==> src/rtl/tsrx_pkg.sv <==
package tsrx_pkg;
  localparam int PAT_W_DEF    = 16;
  localparam int BYTE_W_DEF   = 8;
  localparam int TX_DELAY_DEF = 8;
endpackage

==> src/rtl/tsrx_hunt.sv <==
module tsrx_hunt #(
  parameter int PAT_W = 16
) (
  input  logic             clk,
  input  logic             rst_n,
  input  logic             clear,
  input  logic             shift_en,
  input  logic             bit_in,
  input  logic [PAT_W-1:0] pattern,
  output logic             match
);
  localparam int FW = $clog2(PAT_W);
  localparam logic [FW-1:0] FULL = FW'(PAT_W - 1);

  logic [PAT_W-2:0] win;
  logic [FW-1:0]    fill;

  always_ff @(posedge clk) begin
    if (!rst_n) begin
      win  <= '0;
      fill <= '0;
    end else if (clear) begin
      fill <= '0;
    end else if (shift_en) begin
      win <= {win[PAT_W-3:0], bit_in};
      if (fill != FULL) fill <= fill + 1'b1;
    end
  end

  assign match = shift_en && (fill == FULL) && ({win, bit_in} == pattern);


  hunt_fresh_chk: assert property (@(posedge clk) disable iff (!rst_n)
    clear |=> !match);
endmodule

==> src/rtl/tsrx_pack.sv <==
module tsrx_pack #(
  parameter int BYTE_W = 8
) (
  input  logic              clk,
  input  logic              rst_n,
  input  logic              clear,
  input  logic              take,
  input  logic              bit_in,
  input  logic              bit_rev,
  input  logic              out_ready,
  output logic [BYTE_W-1:0] out_data,
  output logic              out_valid
);
  localparam int CW = $clog2(BYTE_W);
  localparam logic [CW-1:0] LASTI = CW'(BYTE_W - 1);

  logic [CW-1:0]     cnt, idx;
  logic [BYTE_W-1:0] acc, nxt;
  logic              take_ok, byte_done;

  assign take_ok   = take && !clear;
  assign idx       = bit_rev ? (LASTI - cnt) : cnt;
  assign byte_done = take_ok && (cnt == LASTI);

  for (genvar i = 0; i < BYTE_W; i++) begin : g_slot
    always_ff @(posedge clk) begin
      if (!rst_n)                          acc[i] <= 1'b0;
      else if (take_ok && idx == CW'(i))   acc[i] <= bit_in;
    end
    assign nxt[i] = (idx == CW'(i)) ? bit_in : acc[i];
  end

  always_ff @(posedge clk) begin
    if (!rst_n)         cnt <= '0;
    else if (clear)     cnt <= '0;
    else if (take)      cnt <= (cnt == LASTI) ? '0 : cnt + 1'b1;
  end

  always_ff @(posedge clk) begin
    if (!rst_n) begin
      out_data  <= '0;
      out_valid <= 1'b0;
    end else if (byte_done) begin
      out_data  <= nxt;
      out_valid <= 1'b1;
    end else if (out_ready) begin
      out_valid <= 1'b0;
    end
  end


  hold_byte_chk: assert property (@(posedge clk) disable iff (!rst_n)
    (out_valid && !out_ready && !byte_done) |=> (out_valid && $stable(out_data)));

  drop_partial_chk: assert property (@(posedge clk) disable iff (!rst_n)
    clear |=> !$rose(out_valid));
endmodule

==> src/rtl/tsrx_txgate.sv <==
module tsrx_txgate #(
  parameter int TX_DELAY = 8
) (
  input  logic clk,
  input  logic rst_n,
  input  logic enable,
  input  logic tx_sync_en,
  input  logic locked,
  input  logic bit_en,
  output logic tx_start
);
  localparam int CW = $clog2(TX_DELAY + 1);
  localparam logic [CW-1:0] LAST = CW'(TX_DELAY - 1);

  logic [CW-1:0] cnt;

  always_ff @(posedge clk) begin
    if (!rst_n) begin
      cnt      <= '0;
      tx_start <= 1'b0;
    end else if (!enable) begin
      cnt      <= '0;
      tx_start <= 1'b0;
    end else if (!tx_sync_en) begin
      cnt      <= '0;
      tx_start <= 1'b1;
    end else if (!locked) begin
      cnt      <= '0;
      tx_start <= 1'b0;
    end else if (bit_en && !tx_start) begin
      cnt <= cnt + 1'b1;
      if (cnt == LAST) tx_start <= 1'b1;
    end
  end


  tx_hold_chk: assert property (@(posedge clk) disable iff (!rst_n)
    $fell(tx_start) |-> $past(!enable || !locked));

  tx_rise_chk: assert property (@(posedge clk) disable iff (!rst_n)
    ($rose(tx_start) && $past(tx_sync_en)) |-> $past(bit_en && locked));
endmodule

==> src/rtl/tsync_rx.sv <==
module tsync_rx
  import tsrx_pkg::*;
#(
  parameter int PAT_W    = PAT_W_DEF,
  parameter int BYTE_W   = BYTE_W_DEF,
  parameter int TX_DELAY = TX_DELAY_DEF
) (
  input  logic              clk,
  input  logic              rst_n,
  input  logic              enable,
  input  logic              mode_pattern,
  input  logic              bit_rev,
  input  logic              tx_sync_en,
  input  logic [PAT_W-1:0]  sync_pattern,
  input  logic              bit_en,
  input  logic              bit_in,
  input  logic              cd,
  output logic [BYTE_W-1:0] out_data,
  output logic              out_valid,
  input  logic              out_ready,
  output logic              synced,
  output logic              eof_pulse,
  output logic              tx_start
);
  logic live, clear, locked, hunt_shift, hunt_match, take;

  assign live       = enable && cd;
  assign clear      = !live;
  assign hunt_shift = bit_en && live && mode_pattern && !locked;
  assign take       = bit_en && live && (!mode_pattern || locked);

  tsrx_hunt #(.PAT_W(PAT_W)) u_hunt (
    .clk(clk), .rst_n(rst_n), .clear(clear), .shift_en(hunt_shift),
    .bit_in(bit_in), .pattern(sync_pattern), .match(hunt_match)
  );

  tsrx_pack #(.BYTE_W(BYTE_W)) u_pack (
    .clk(clk), .rst_n(rst_n), .clear(clear), .take(take), .bit_in(bit_in),
    .bit_rev(bit_rev), .out_ready(out_ready), .out_data(out_data),
    .out_valid(out_valid)
  );

  tsrx_txgate #(.TX_DELAY(TX_DELAY)) u_tx (
    .clk(clk), .rst_n(rst_n), .enable(enable), .tx_sync_en(tx_sync_en),
    .locked(locked), .bit_en(bit_en), .tx_start(tx_start)
  );

  always_ff @(posedge clk) begin
    if (!rst_n) begin
      locked    <= 1'b0;
      eof_pulse <= 1'b0;
    end else begin
      eof_pulse <= enable && !cd && locked;
      if (!live)              locked <= 1'b0;
      else if (!mode_pattern) locked <= 1'b1;
      else if (hunt_match)    locked <= 1'b1;
    end
  end

  assign synced = locked;


  synced_off_chk: assert property (@(posedge clk) disable iff (!rst_n)
    !enable |=> !synced);

  tx_off_chk: assert property (@(posedge clk) disable iff (!rst_n)
    !enable |=> !tx_start);

  eof_unsync_chk: assert property (@(posedge clk) disable iff (!rst_n)
    eof_pulse |-> !synced);

  lock_cause_chk: assert property (@(posedge clk) disable iff (!rst_n)
    $rose(synced) |-> $past(!mode_pattern || hunt_match));
endmodule

==> config.mk <==
export PLATFORM = sky130hd
export DESIGN_NAME = tsync_rx
export DESIGN_NICKNAME = d
export VERILOG_FILES = /design/src/rtl/tsrx_pkg.sv /design/src/rtl/tsrx_hunt.sv /design/src/rtl/tsrx_pack.sv /design/src/rtl/tsrx_txgate.sv /design/src/rtl/tsync_rx.sv
export SDC_FILE = /design/constraint.sdc
export NUM_CORES = 1
export LEC_CHECK = 0
export BUFFER_PORTS_ARGS = -buffer_cell sky130_fd_sc_hd__buf_4
export CELL_PAD_IN_SITES_DETAIL_PLACEMENT = 0
export CELL_PAD_IN_SITES_GLOBAL_PLACEMENT = 2
export CORE_MARGIN = 1
export CORE_UTILIZATION = 34
export CTS_CLUSTER_DIAMETER = 200
export DETAILED_ROUTE_END_ITERATION = 12
export GPL_TIMING_DRIVEN = 1
export PLACE_DENSITY = 0.77
export SLEW_MARGIN = 10
export SYNTH_ARGS = -nofsm -noshare
export SYNTH_HDL_FRONTEND = slang
export SYNTH_HIERARCHICAL = 1
export SYNTH_SLANG_ARGS = --single-unit
==> constraint.sdc <==
create_clock -name clk -period 1.93 [get_ports clk]
set_input_delay 0.193 -clock clk [delete_from_list [all_inputs] [get_ports clk]]
set_output_delay 0.193 -clock clk [all_outputs]
set_load 0.02 [all_outputs]
==> results.ini <==
[yosys]
syn-num-nets=291
yosys.area_share.simple=0.306
yosys_warnings=6
synth_cell_types=42
synth_seq_cells=46
synthesis.area_mm2=0.00236
synth_mux_area_frac=0.0467
synth-compound-area-share=0.137
syn-instance-count=261
ys_seq_area_frac=0.391
syn_area_per_cell_um2=9.03
synth_xor_area_frac=0.0743
synth-adder-area-share=0.0212
synth_top_family_by_area=simple AND/OR/NAND/NOR gates

[drt]
wl_met3_um=182
dr_total_vias=1939
drt-initial-drc-count=60
wl_per_cell_um=13.8
met1_length_um=2590
first_pass_iters=4
top_layer=met4
via_per_inst=5.09
wl_um=5240
drcViolationCount=0
ant_nets=0
wl_met2_um=2410

[status]
status=finished clean

[clocking]
clk_pin_slew_ns=0.08
cts_tree=yes
clock_sinks=46
cts_setup_buffers=0
insertion_delay_ns=0.29
cts_hold_buf=0
htree_levels=2
cts_buffers=5
cts.path.max_buffers=2
cts-resized-gates=0
cts_root_buf=clkbuf_8

[worst_setup_path]
rr_startpoint=synced
path_cells=inv_1 -> a21oi_1 -> nand3b_1 -> nor4_1 -> a211oi_1
critPathKind=reg -> reg
worstPathArrival_ns=1.85
crit_path_start_kind=flop
critical_path_required_ns=2.11
startpoint=synced
cp_slowest_cell=dfxtp_1
crit_path_max_incr_delay_ns=0.39
crit_path_end_kind=flop
crit_fanout=8

[global_route]
grt_max_degree=40
grt_antenna_before_repair=0
grt_pass1_vias=1835
grt_overflow=0
groute.usage.overall=0.151
grt_pass1_wl_um=8620

[floorplan]
rows=29
die_h_um=85.3
core_area_mm2=0.00653
die_x_um=85.3
ios=38
dieArea_mm2=0.00727
start_util=0.361

[placement]
place_area_mm2=0.00275
port_buffers=37
dp_hpwl_um=3740
gp_congestion=0.712

[timing]
finalHoldViolations=0
finalMaxSlewViolations=0
period_share=0.865
setup_viol=0
fin_tns_setup_ns=0
final.min_clock_period_ns=1.67
max_freq_ghz=0.599
fin_worst_skew_ns=0.00358
tightestPinTransition_ns=0.611
grt_setup_unrepaired=no
relSlewSlack=0.593

[worst_hold_path]
hold_start=tx_sync_en
hp-class=in -> reg

[cells_and_area]
drive_gt1_frac=0.224
nFillCells=675
final_cell_mix=dfxtp_1 (46), buf_4 (46), nand2_1 (45)
antenna-diode-count=0
areaGrowthSynthToFinish_pct=21.0
nNetsFinal=333
fin_area_mm2=0.00285

[pwr]
leakage_nw=1.16
p_per_area_mw_per_mm2=626
vdd_drop_max_mv=0.235

[flow_run]
maxCapViolations=0

==> power by group <==
group	switching (mW)	internal [mW]	total, mW
registers	0.00209	0.950	0.952
logic	0.0611	0.0646	0.126
clock network	0.320	0.388	0.708
==> metal layers <==
layer  vias up  GRT usage
li1       1016          -
met5         -          0
met4         0     0.0500
met3         7     0.0321
met1       888      0.192
met2        28      0.254
==> cell type report <==
cell class	instances	area [um2]	area share
timing repair buffer	46	345	0.121
inverter	1	3.75	0.00132
tap	77	96.3	0.0338
clock buffer	7	76.3	0.0268
sequential	46	921	0.323
multi-input combinational	203	1380	0.484
clock inverter	1	30.0	0.0105
==> sequential cells by signal (all words and copies together) (netlist names) <==
register          cells
u_hunt/win           15
u_pack/acc            8
u_pack/out_data       8
u_hunt/fill           4
u_tx/cnt              4
u_pack/cnt            3
eof_pulse             1
synced                1
u_pack/out_valid      1
u_tx/tx_start         1
==> worst paths after layout <==
path | slack (ns) | cells past startpoint | end
max | 0.26 | 5 | u_pack/out_data[7]
min | 0.07 | 2 | u_tx/tx_start
max reg2reg | 0.26 | 5 | u_pack/out_data[7]
min reg2reg | 0.46 | 2 | u_pack/acc[0]
==> per-stage QoR <==
step	hold slack, ns	util	setup WS, ns	cells	total power, mW
2_1_floorplan	0.269	-	0.309	261	1.03
3_3_place_gp	0.381	0.420	0.364	373	1.10
3_5_place_dp	0.376	0.420	0.261	373	1.10
4_1_cts	0.0527	0.437	0.234	381	1.82
5_1_grt	0.0534	0.437	0.0829	381	1.87
6_report	0.0680	0.437	0.260	381	1.79
==> logic make-up after synthesis <==
| logic type | after synthesis |
|---|---|
| and+or+nand+nor | 118 |
| muxes | 11 |
| adders and majority gates | 4 |
| DFF | 46 |
| AOI/OAI and AO/OA | 50 |
| xor gates and xnor gates | 20 |
| buffers and inverters | 12 |
==> synthesized netlist by cell type, drive strengths merged <==
library cell	count	area, um2
nand3b	3	22.5
and4bb	5	62.6
o2111a	1	11.3
o21ai	18	90.1
xnor2	1	8.76
ha	4	50.1
nand2b	7	51.3
and2b	2	17.5
clkbuf	4	15.0
a21boi	17	128
nand4	4	25.0
nor2	11	41.3
a21oi	6	30.0
nand2	45	169
or3b	1	8.76
mux2i	11	110
dfxtp	46	921
nor4b	4	60.1
nand3	5	25.0
xor2	19	166
nor4bb	1	10.0
inv	1	3.75
buf	7	37.5
or3	1	6.26
nor3	2	10.0
and3	1	6.26
a211oi	7	57.6
and4b	7	73.8
or4	1	11.3
nor2b	1	6.26
a31oi	1	6.26
nor4	10	68.8
or2	6	37.5
and3b	1	8.76
==> worst max-delay path: cells and delay by family, from the launching register on <==
kind	cells	cell delay, ns
buffers and inverters	1	0.07
and+or+nand+nor	2	0.73
DFF	1	0.39
AOI/OAI and AO/OA	2	0.35
(Power assumes the default switching activity.)
